[src/rtl/ser3w_pkg.sv]
package ser3w_pkg;

   typedef enum logic [1:0] {PM_IDLE, PM_WR1, PM_WR2, PM_READ} port_mode_e;

   localparam logic [7:0] ADDR_WR1  = 8'h6A;
   localparam logic [7:0] ADDR_WR2  = 8'h6B;
   localparam logic [7:0] ADDR_READ = 8'h6C;

   localparam int REG_W    = 16;
   localparam int HOLD_BIT = 5;
   localparam int FLAG_W   = 12;

   localparam logic [REG_W-1:0] WR1_RST  = 16'h0902;
   localparam logic [REG_W-1:0] WR1_MASK = 16'h3FFF;
   localparam logic [REG_W-1:0] WR2_RST  = 16'h0034;
   localparam logic [REG_W-1:0] WR2_MASK = 16'h07FF;

   localparam logic [3:0] PREAMBLE = 4'b1010;

   function automatic logic [2:0] clamp_err(input logic [2:0] cnt, input logic [2:0] lim);
      return (cnt >= 3'd6 || cnt > lim) ? 3'd6 : cnt;
   endfunction

endpackage

[src/rtl/ser3w_sync.sv]
module ser3w_sync #(
   parameter int STAGES = 2,
   parameter int WIDTH  = 1
) (
   input  logic             clk,
   input  logic             rst_n,
   input  logic [WIDTH-1:0] d_in,
   output logic [WIDTH-1:0] d_out
);

   initial assert (STAGES >= 1 && WIDTH >= 1) else $error("ser3w_sync: bad parameters");

   for (genvar b = 0; b < WIDTH; b++) begin : g_bit
      if (STAGES == 1) begin : g_one
         logic stage_q;
         always_ff @(posedge clk or negedge rst_n) begin
            if (!rst_n) stage_q <= 1'b0;
            else        stage_q <= d_in[b];
         end
         assign d_out[b] = stage_q;
      end else begin : g_many
         logic [STAGES-1:0] chain_q;
         always_ff @(posedge clk or negedge rst_n) begin
            if (!rst_n) chain_q <= '0;
            else        chain_q <= {chain_q[STAGES-2:0], d_in[b]};
         end
         assign d_out[b] = chain_q[STAGES-1];
      end
   end

endmodule

[src/rtl/ser3w_front.sv]
module ser3w_front
   import ser3w_pkg::*;
(
   input  logic       clk,
   input  logic       rst_n,
   input  logic       ce_s,
   input  logic       cl_s,
   input  logic       di_s,
   output logic       cl_rise,
   output logic       cl_fall,
   output logic       ce_rise,
   output logic       ce_fall,
   output logic       start_read,
   output port_mode_e mode
);

   logic       ce_d, cl_d;
   logic [7:0] addr_q;
   port_mode_e mode_dec;

   assign cl_rise = cl_s & ~cl_d;
   assign cl_fall = ~cl_s & cl_d;
   assign ce_rise = ce_s & ~ce_d;
   assign ce_fall = ~ce_s & ce_d;

   always_comb begin
      case (addr_q)
         ADDR_WR1:  mode_dec = PM_WR1;
         ADDR_WR2:  mode_dec = PM_WR2;
         ADDR_READ: mode_dec = PM_READ;
         default:   mode_dec = PM_IDLE;
      endcase
   end

   assign start_read = ce_rise && (mode_dec == PM_READ);

   always_ff @(posedge clk or negedge rst_n) begin
      if (!rst_n) begin
         ce_d   <= 1'b0;
         cl_d   <= 1'b0;
         addr_q <= '0;
         mode   <= PM_IDLE;
      end else begin
         ce_d <= ce_s;
         cl_d <= cl_s;
         if (cl_rise && !ce_s) addr_q <= {di_s, addr_q[7:1]};
         if (ce_rise)      mode <= mode_dec;
         else if (ce_fall) mode <= PM_IDLE;
      end
   end

   AST_MODE_IDLE_OUTSIDE: assert property (@(posedge clk) disable iff (!rst_n)
      (!ce_s && !ce_fall) |-> (mode == PM_IDLE));

endmodule

[src/rtl/ser3w_wregs.sv]
module ser3w_wregs
   import ser3w_pkg::*;
(
   input  logic             clk,
   input  logic             rst_n,
   input  logic             cl_rise,
   input  logic             ce_s,
   input  logic             ce_fall,
   input  logic             di_s,
   input  port_mode_e       mode,
   output logic [REG_W-1:0] grp1,
   output logic [REG_W-1:0] grp2,
   output logic             restart
);

   localparam int CNT_W = $clog2(REG_W) + 2;
   localparam logic [CNT_W-1:0] CNT_FULL = CNT_W'(REG_W);
   localparam logic [CNT_W-1:0] CNT_MAX  = '1;

   logic [REG_W-1:0] sh_q;
   logic [CNT_W-1:0] cnt_q;
   logic [REG_W-1:0] grp_q [2];
   logic             wr_mode, take;

   assign wr_mode = (mode == PM_WR1) || (mode == PM_WR2);
   assign take    = ce_fall && (cnt_q == CNT_FULL);

   always_ff @(posedge clk or negedge rst_n) begin
      if (!rst_n) begin
         sh_q  <= '0;
         cnt_q <= '0;
      end else if (ce_fall) begin
         cnt_q <= '0;
      end else if (cl_rise && ce_s && wr_mode) begin
         sh_q <= {di_s, sh_q[REG_W-1:1]};
         if (cnt_q != CNT_MAX) cnt_q <= cnt_q + 1'b1;
      end
   end

   for (genvar g = 0; g < 2; g++) begin : g_grp
      localparam logic [REG_W-1:0] RSTV  = (g == 0) ? WR1_RST : WR2_RST;
      localparam logic [REG_W-1:0] MASKV = (g == 0) ? WR1_MASK : WR2_MASK;
      localparam port_mode_e       SEL   = (g == 0) ? PM_WR1 : PM_WR2;

      always_ff @(posedge clk or negedge rst_n) begin
         if (!rst_n)                    grp_q[g] <= RSTV;
         else if (take && mode == SEL)  grp_q[g] <= sh_q & MASKV;
      end

      AST_CFG_WAITS_CE: assert property (@(posedge clk) disable iff (!rst_n)
         !ce_fall |=> $stable(grp_q[g]));
   end

   always_ff @(posedge clk or negedge rst_n) begin
      if (!rst_n) restart <= 1'b0;
      else        restart <= take && (mode == PM_WR1) && grp_q[0][HOLD_BIT] && !sh_q[HOLD_BIT];
   end

   assign grp1 = grp_q[0];
   assign grp2 = grp_q[1];

   AST_RESTART_ON_RELEASE: assert property (@(posedge clk) disable iff (!rst_n)
      restart |-> $fell(grp_q[0][HOLD_BIT]));

endmodule

[src/rtl/ser3w_reader.sv]
module ser3w_reader
   import ser3w_pkg::*;
#(
   parameter int BUF_DEPTH = 24,
   parameter int DATA_W    = 16,
   parameter int LVL_W     = 5
) (
   input  logic              clk,
   input  logic              rst_n,
   input  logic              start,
   input  logic              ce_s,
   input  logic              ce_fall,
   input  logic              cl_rise,
   input  logic              cl_fall,
   input  logic [2:0]        limit,
   input  logic [LVL_W-1:0]  level,
   input  logic [DATA_W-1:0] h_data,
   input  logic [2:0]        h_offset,
   input  logic [2:0]        h_errs,
   input  logic              h_sync,
   input  logic              h_ari,
   input  logic              h_det,
   output logic              do_bit,
   output logic              do_oe,
   output logic              pop
);

   localparam int FRAME_W = 4 + FLAG_W + DATA_W;
   localparam int IDX_W   = $clog2(FRAME_W);
   localparam logic [IDX_W-1:0] LAST   = IDX_W'(FRAME_W - 1);
   localparam logic [IDX_W-1:0] PENULT = IDX_W'(FRAME_W - 2);
   localparam logic [LVL_W-1:0] LVL_TWO  = LVL_W'(2);
   localparam logic [LVL_W-1:0] LVL_TH1  = LVL_W'(BUF_DEPTH / 3);
   localparam logic [LVL_W-1:0] LVL_TH2  = LVL_W'((2 * BUF_DEPTH) / 3);
   localparam logic [LVL_W-1:0] LVL_FULL = LVL_W'(BUF_DEPTH);

   initial assert (BUF_DEPTH >= 3 && DATA_W >= 1) else $error("ser3w_reader: bad parameters");

   logic [FRAME_W-1:0] frame_q, frame_nxt;
   logic [IDX_W-1:0]   idx_q, rcnt_q;
   logic               has_q, seen_q, active_q;
   logic [1:0]         fill;
   logic               more, avail;

   assign avail = (level != '0);
   assign more  = (level >= LVL_TWO);

   always_comb begin
      if (level >= LVL_FULL)     fill = 2'd3;
      else if (level >= LVL_TH2) fill = 2'd2;
      else if (level >= LVL_TH1) fill = 2'd1;
      else                       fill = 2'd0;
   end

   always_comb begin
      if (avail)
         frame_nxt = {PREAMBLE, h_sync, h_ari, h_det, h_offset,
                      clamp_err(h_errs, limit), more, fill, h_data};
      else
         frame_nxt = '0;
   end

   always_ff @(posedge clk or negedge rst_n) begin
      if (!rst_n) begin
         frame_q  <= '0;
         idx_q    <= '0;
         rcnt_q   <= '0;
         has_q    <= 1'b0;
         seen_q   <= 1'b0;
         active_q <= 1'b0;
      end else if (start) begin
         active_q <= 1'b1;
         frame_q  <= frame_nxt;
         has_q    <= avail;
         idx_q    <= '0;
         rcnt_q   <= '0;
         seen_q   <= 1'b0;
      end else if (ce_fall) begin
         active_q <= 1'b0;
      end else if (active_q) begin
         if (cl_rise) begin
            rcnt_q <= (rcnt_q == LAST) ? '0 : rcnt_q + 1'b1;
            seen_q <= 1'b1;
         end
         if (cl_fall) begin
            idx_q <= rcnt_q;
            if (rcnt_q == '0 && seen_q) begin
               frame_q <= frame_nxt;
               has_q   <= avail;
            end
         end
      end
   end

   assign pop    = active_q && cl_rise && has_q && (rcnt_q == PENULT);
   assign do_bit = frame_q[LAST - idx_q];
   assign do_oe  = active_q;

   AST_POP_NEEDS_ENTRY: assert property (@(posedge clk) disable iff (!rst_n)
      pop |-> (level != '0));
   AST_SINGLE_RELEASE: assert property (@(posedge clk) disable iff (!rst_n)
      pop |=> !pop);
   AST_OE_WINDOW: assert property (@(posedge clk) disable iff (!rst_n)
      !ce_s |=> !do_oe);
   AST_FRAME_HEADER: assert property (@(posedge clk) disable iff (!rst_n)
      start |=> (frame_q[FRAME_W-1 -: 4] == PREAMBLE || frame_q == '0));

endmodule

[src/rtl/ser3w_port.sv]
module ser3w_port
   import ser3w_pkg::*;
#(
   parameter int  SYNC_STAGES = 2,
   parameter int  BUF_DEPTH   = 24,
   parameter int  DATA_W      = 16,
   localparam int LVL_W       = $clog2(BUF_DEPTH + 1)
) (
   input  logic              clk,
   input  logic              rst_n,
   input  logic              ser_ce,
   input  logic              ser_cl,
   input  logic              ser_di,
   output logic              ser_do,
   output logic              ser_do_oe,
   input  logic [LVL_W-1:0]  buf_level,
   input  logic [DATA_W-1:0] head_data,
   input  logic [2:0]        head_offset,
   input  logic [2:0]        head_errs,
   input  logic              head_sync,
   input  logic              head_ari,
   input  logic              head_det,
   output logic              head_pop,
   output logic [3:0]        cfg_fwd_prot,
   output logic              cfg_det_mode,
   output logic              cfg_sync_hold,
   output logic              sync_restart,
   output logic              cfg_keep_unsync,
   output logic [4:0]        cfg_ec,
   output logic [1:0]        cfg_tune,
   output logic              cfg_osc_sel,
   output logic [1:0]        cfg_phase,
   output logic              cfg_rbds_en,
   output logic [2:0]        cfg_pin_mode,
   output logic [3:0]        cfg_test
);

   logic       ce_s, cl_s, di_s;
   logic       cl_rise, cl_fall, ce_rise, ce_fall, start_read;
   port_mode_e mode;
   logic [REG_W-1:0] grp1, grp2;
   logic unused_bits;

   ser3w_sync #(.STAGES(SYNC_STAGES), .WIDTH(3)) u_sync (
      .clk   (clk),
      .rst_n (rst_n),
      .d_in  ({ser_ce, ser_cl, ser_di}),
      .d_out ({ce_s, cl_s, di_s})
   );

   ser3w_front u_front (
      .clk        (clk),
      .rst_n      (rst_n),
      .ce_s       (ce_s),
      .cl_s       (cl_s),
      .di_s       (di_s),
      .cl_rise    (cl_rise),
      .cl_fall    (cl_fall),
      .ce_rise    (ce_rise),
      .ce_fall    (ce_fall),
      .start_read (start_read),
      .mode       (mode)
   );

   ser3w_wregs u_wregs (
      .clk     (clk),
      .rst_n   (rst_n),
      .cl_rise (cl_rise),
      .ce_s    (ce_s),
      .ce_fall (ce_fall),
      .di_s    (di_s),
      .mode    (mode),
      .grp1    (grp1),
      .grp2    (grp2),
      .restart (sync_restart)
   );

   ser3w_reader #(.BUF_DEPTH(BUF_DEPTH), .DATA_W(DATA_W), .LVL_W(LVL_W)) u_reader (
      .clk      (clk),
      .rst_n    (rst_n),
      .start    (start_read),
      .ce_s     (ce_s),
      .ce_fall  (ce_fall),
      .cl_rise  (cl_rise),
      .cl_fall  (cl_fall),
      .limit    (grp1[9:7]),
      .level    (buf_level),
      .h_data   (head_data),
      .h_offset (head_offset),
      .h_errs   (head_errs),
      .h_sync   (head_sync),
      .h_ari    (head_ari),
      .h_det    (head_det),
      .do_bit   (ser_do),
      .do_oe    (ser_do_oe),
      .pop      (head_pop)
   );

   assign cfg_fwd_prot    = grp1[3:0];
   assign cfg_det_mode    = grp1[4];
   assign cfg_sync_hold   = grp1[HOLD_BIT];
   assign cfg_keep_unsync = grp1[6];
   assign cfg_ec          = grp1[11:7];
   assign cfg_tune        = grp1[13:12];
   assign cfg_osc_sel     = grp2[0];
   assign cfg_phase       = grp2[2:1];
   assign cfg_rbds_en     = grp2[3];
   assign cfg_pin_mode    = grp2[6:4];
   assign cfg_test        = grp2[10:7];
   assign unused_bits     = ^{grp1[15:14], grp2[15:11], ce_rise};

endmodule

[config.mk]
export PLATFORM = sky130hd
export DESIGN_NAME = ser3w_port
export DESIGN_NICKNAME = d
export VERILOG_FILES = /design/src/rtl/ser3w_pkg.sv /design/src/rtl/ser3w_sync.sv /design/src/rtl/ser3w_front.sv /design/src/rtl/ser3w_wregs.sv /design/src/rtl/ser3w_reader.sv /design/src/rtl/ser3w_port.sv
export SDC_FILE = /design/constraint.sdc
export NUM_CORES = 1
export LEC_CHECK = 0
export BUFFER_PORTS_ARGS = -buffer_cell sky130_fd_sc_hd__buf_2
export CELL_PAD_IN_SITES_DETAIL_PLACEMENT = 0
export CELL_PAD_IN_SITES_GLOBAL_PLACEMENT = 1
export CORE_ASPECT_RATIO = 1.5
export CORE_MARGIN = 5
export CORE_UTILIZATION = 49
export CTS_BUF_LIST = sky130_fd_sc_hd__clkbuf_8
export DETAILED_ROUTE_END_ITERATION = 7
export GPL_ROUTABILITY_DRIVEN = 0
export PLACE_DENSITY = 0.83
export SETUP_SLACK_MARGIN = 0.02
export SLEW_MARGIN = 25
export SYNTH_ARGS = -nofsm -noshare
export SYNTH_HDL_FRONTEND = slang
export SYNTH_HIERARCHICAL = 1
export SYNTH_SLANG_ARGS = --single-unit
[constraint.sdc]
create_clock -name clk -period 2.6 [get_ports clk]
set_input_delay 0 -clock clk [delete_from_list [all_inputs] [get_ports clk]]
set_output_delay 0 -clock clk [all_outputs]
set_load 0.01 [all_outputs]
==> run summary <==
status -> complete, no violations
post-synth net total -> 412
nets@finish -> 503
Critical Path Fanout Max -> 25
clock buffer count from CTS -> 9
CTS sink count -> 107
FP Rows -> 44
period utilization -> 90.9%
largest net degree at the start of global routing -> 61
DR vias -> 3,139
post-DR wirelength/cell -> 16.3 um
CP Launch Type -> flop
worst-margin pin slew -> 0.663 ns
Avg Cell Area, Syn -> 13.4 um^2
most frequent cells in the layout -> dfrtp_1, buf_2, dlygate4sd3_1
Synth Instances -> 364
min cycle time layout -> 2.36 ns
Die W -> 91.5 um
hold path depth -> 3
initial antenna violation count -> 0
Layout area overhead -> 18.0%
antenna diode count -> 0
Post-DRT Antenna Nets -> 0
Place WS -> 0.244 ns
clock skew -> 0.0124 ns
Hold WS -> 0.00889 ns
final wirelength -> 9400 um
Max Slew Vio Count -> 0
reg2reg path depth -> 6
Detailed Place HPWL -> 6450 um
critical path class -> reg -> reg
drt drc -> 0
MaxCap Viol Count -> 0
Synthesis Warnings -> 6
Clk Latency, worst-skew pair -> 0.36 ns
CTS Buffer Depth -> 2
setup TNS -> 0 ns
Placeable Area -> 0.00974 mm^2
drt initial violations -> 134
final setup fails -> 0
post-synthesis cell area -> 0.00488 mm^2
vias per cell -> 5.46
RSZ-0062 raised after global routing -> no
critical path required time -> 2.89 ns
Die Span Y -> 132 um
GRT overflow -> 0
I/O Pins -> 64
VDD IR-drop max -> 457 uV
Max Fclk -> 423 MHz
PwrDens -> 540 mW/mm^2
global-route wire length before repair -> 16,000 um
Resized Gates After CTS -> 0
Worst setup EP type -> flop
root buffer cell -> clkbuf_8
Worst Hold Class -> in -> reg
critical path arrival -> 2.65 ns
gr usage total -> 16.0%
PortBufs -> 63
total power draw -> 3.11 mW
Filler cells -> 768
Final WS setup -> 0.237 ns
layout cells sized above 1 -> 33.9%
most common cell after layout, fill and taps aside -> dfrtp_1
max_slew headroom -> 55.8%
Final Hold Viols -> 0
DRT Pass-1 Iters -> 4
CTS clk-pin slew, worst paths -> 0.10 ns
vias in the first global route -> 3,229
LEAKAGE -> 2.77 nW
CTS H-tree lvls -> 3
Starting Density -> 50.1%
die footprint -> 0.0121 mm^2
CTS tree -> built
==> flip-flops by register name (all words and copies together) (netlist names) <==
name,cells
u_reader/seen_q,1
u_reader/do_oe,1
u_reader/idx_q,5
u_reader/frame_q,29
u_reader/rcnt_q,5
u_front/ce_d,1
u_front/mode,2
u_front/addr_q,8
u_wregs/grp1,14
u_sync/g_bit.g_many.chain_q,6
u_wregs/cnt_q,6
u_wregs/grp2,11
u_front/cl_d,1
u_wregs/sh_q,16
u_wregs/restart,1
==> area by class of cell <==
class / instances / area [um^2] / area share (%)
well taps: 115 / 144 / 2.50
clock buffers: 10 / 138 / 2.39
multi-input cells: 225 / 2010 / 34.9
clock inverters: 6 / 56.3 / 0.977
repair buffers: 100 / 688 / 11.9
flip-flops and latches: 107 / 2690 / 46.6
inverters: 12 / 45.0 / 0.781
==> worst max-delay path, stage by stage, from the launching register on <==
cell and delay [ns]:
dfrtp_1 0.46, inv_1 0.09, ha_1 0.34, nor2b_1 0.22
a41oi_2 0.37, nor2_4 0.59, a22o_1 0.23
==> path summary, 6_finish.rpt <==
kind / slack, ns / endpoint / from
min: 0.009 / u_reader/frame_q[18] / buf_level[1]
max reg2reg: 0.24 / u_reader/frame_q[8] / u_sync/g_bit[2].g_many.chain_q[1]
min in group asynchronous: 0.20 / u_wregs/cnt_q[2] / rst_n
max in group asynchronous: 1.64 / u_wregs/grp2[2] / rst_n
min reg2reg: 0.36 / u_sync/g_bit[1].g_many.chain_q[1] / u_sync/g_bit[1].g_many.chain_q[0]
max: 0.24 / u_reader/frame_q[8] / u_sync/g_bit[2].g_many.chain_q[1]
==> where the power goes <==
part	internal (mW)	switching, mW
Combinational	0.192	0.118
Sequential	1.75	0.0806
Clock	0.394	0.580
==> stage by stage <==
stage          util (%)  cells  instance area (um^2)
5_1_grt            59.2    575                  5770
2_1_floorplan         -    364                  4880
3_5_place_dp       53.9    527                  5250
6_report           59.2    575                  5770
3_3_place_gp       53.9    527                  5250
4_1_cts            59.2    575                  5770
==> routing by layer <==
| layer | global-route usage (%) | part of all wire, % | up-vias |
|---|---|---|---|
| met4 | 4.28 | 1.0 | 0 |
| met1 | 20.3 | 44 | 1574 |
| met2 | 27.7 | 51 | 61 |
| met3 | 3.31 | 3.5 | 8 |
| li1 | - | - | 1496 |
| met5 | 0 | 0 | - |
==> repair_timing <==
item	in CTS	in global routing
endpoints found under the hold margin	77	0
hold buffers	32	0
setup buffers	0	0
(Power assumes the default switching activity.)
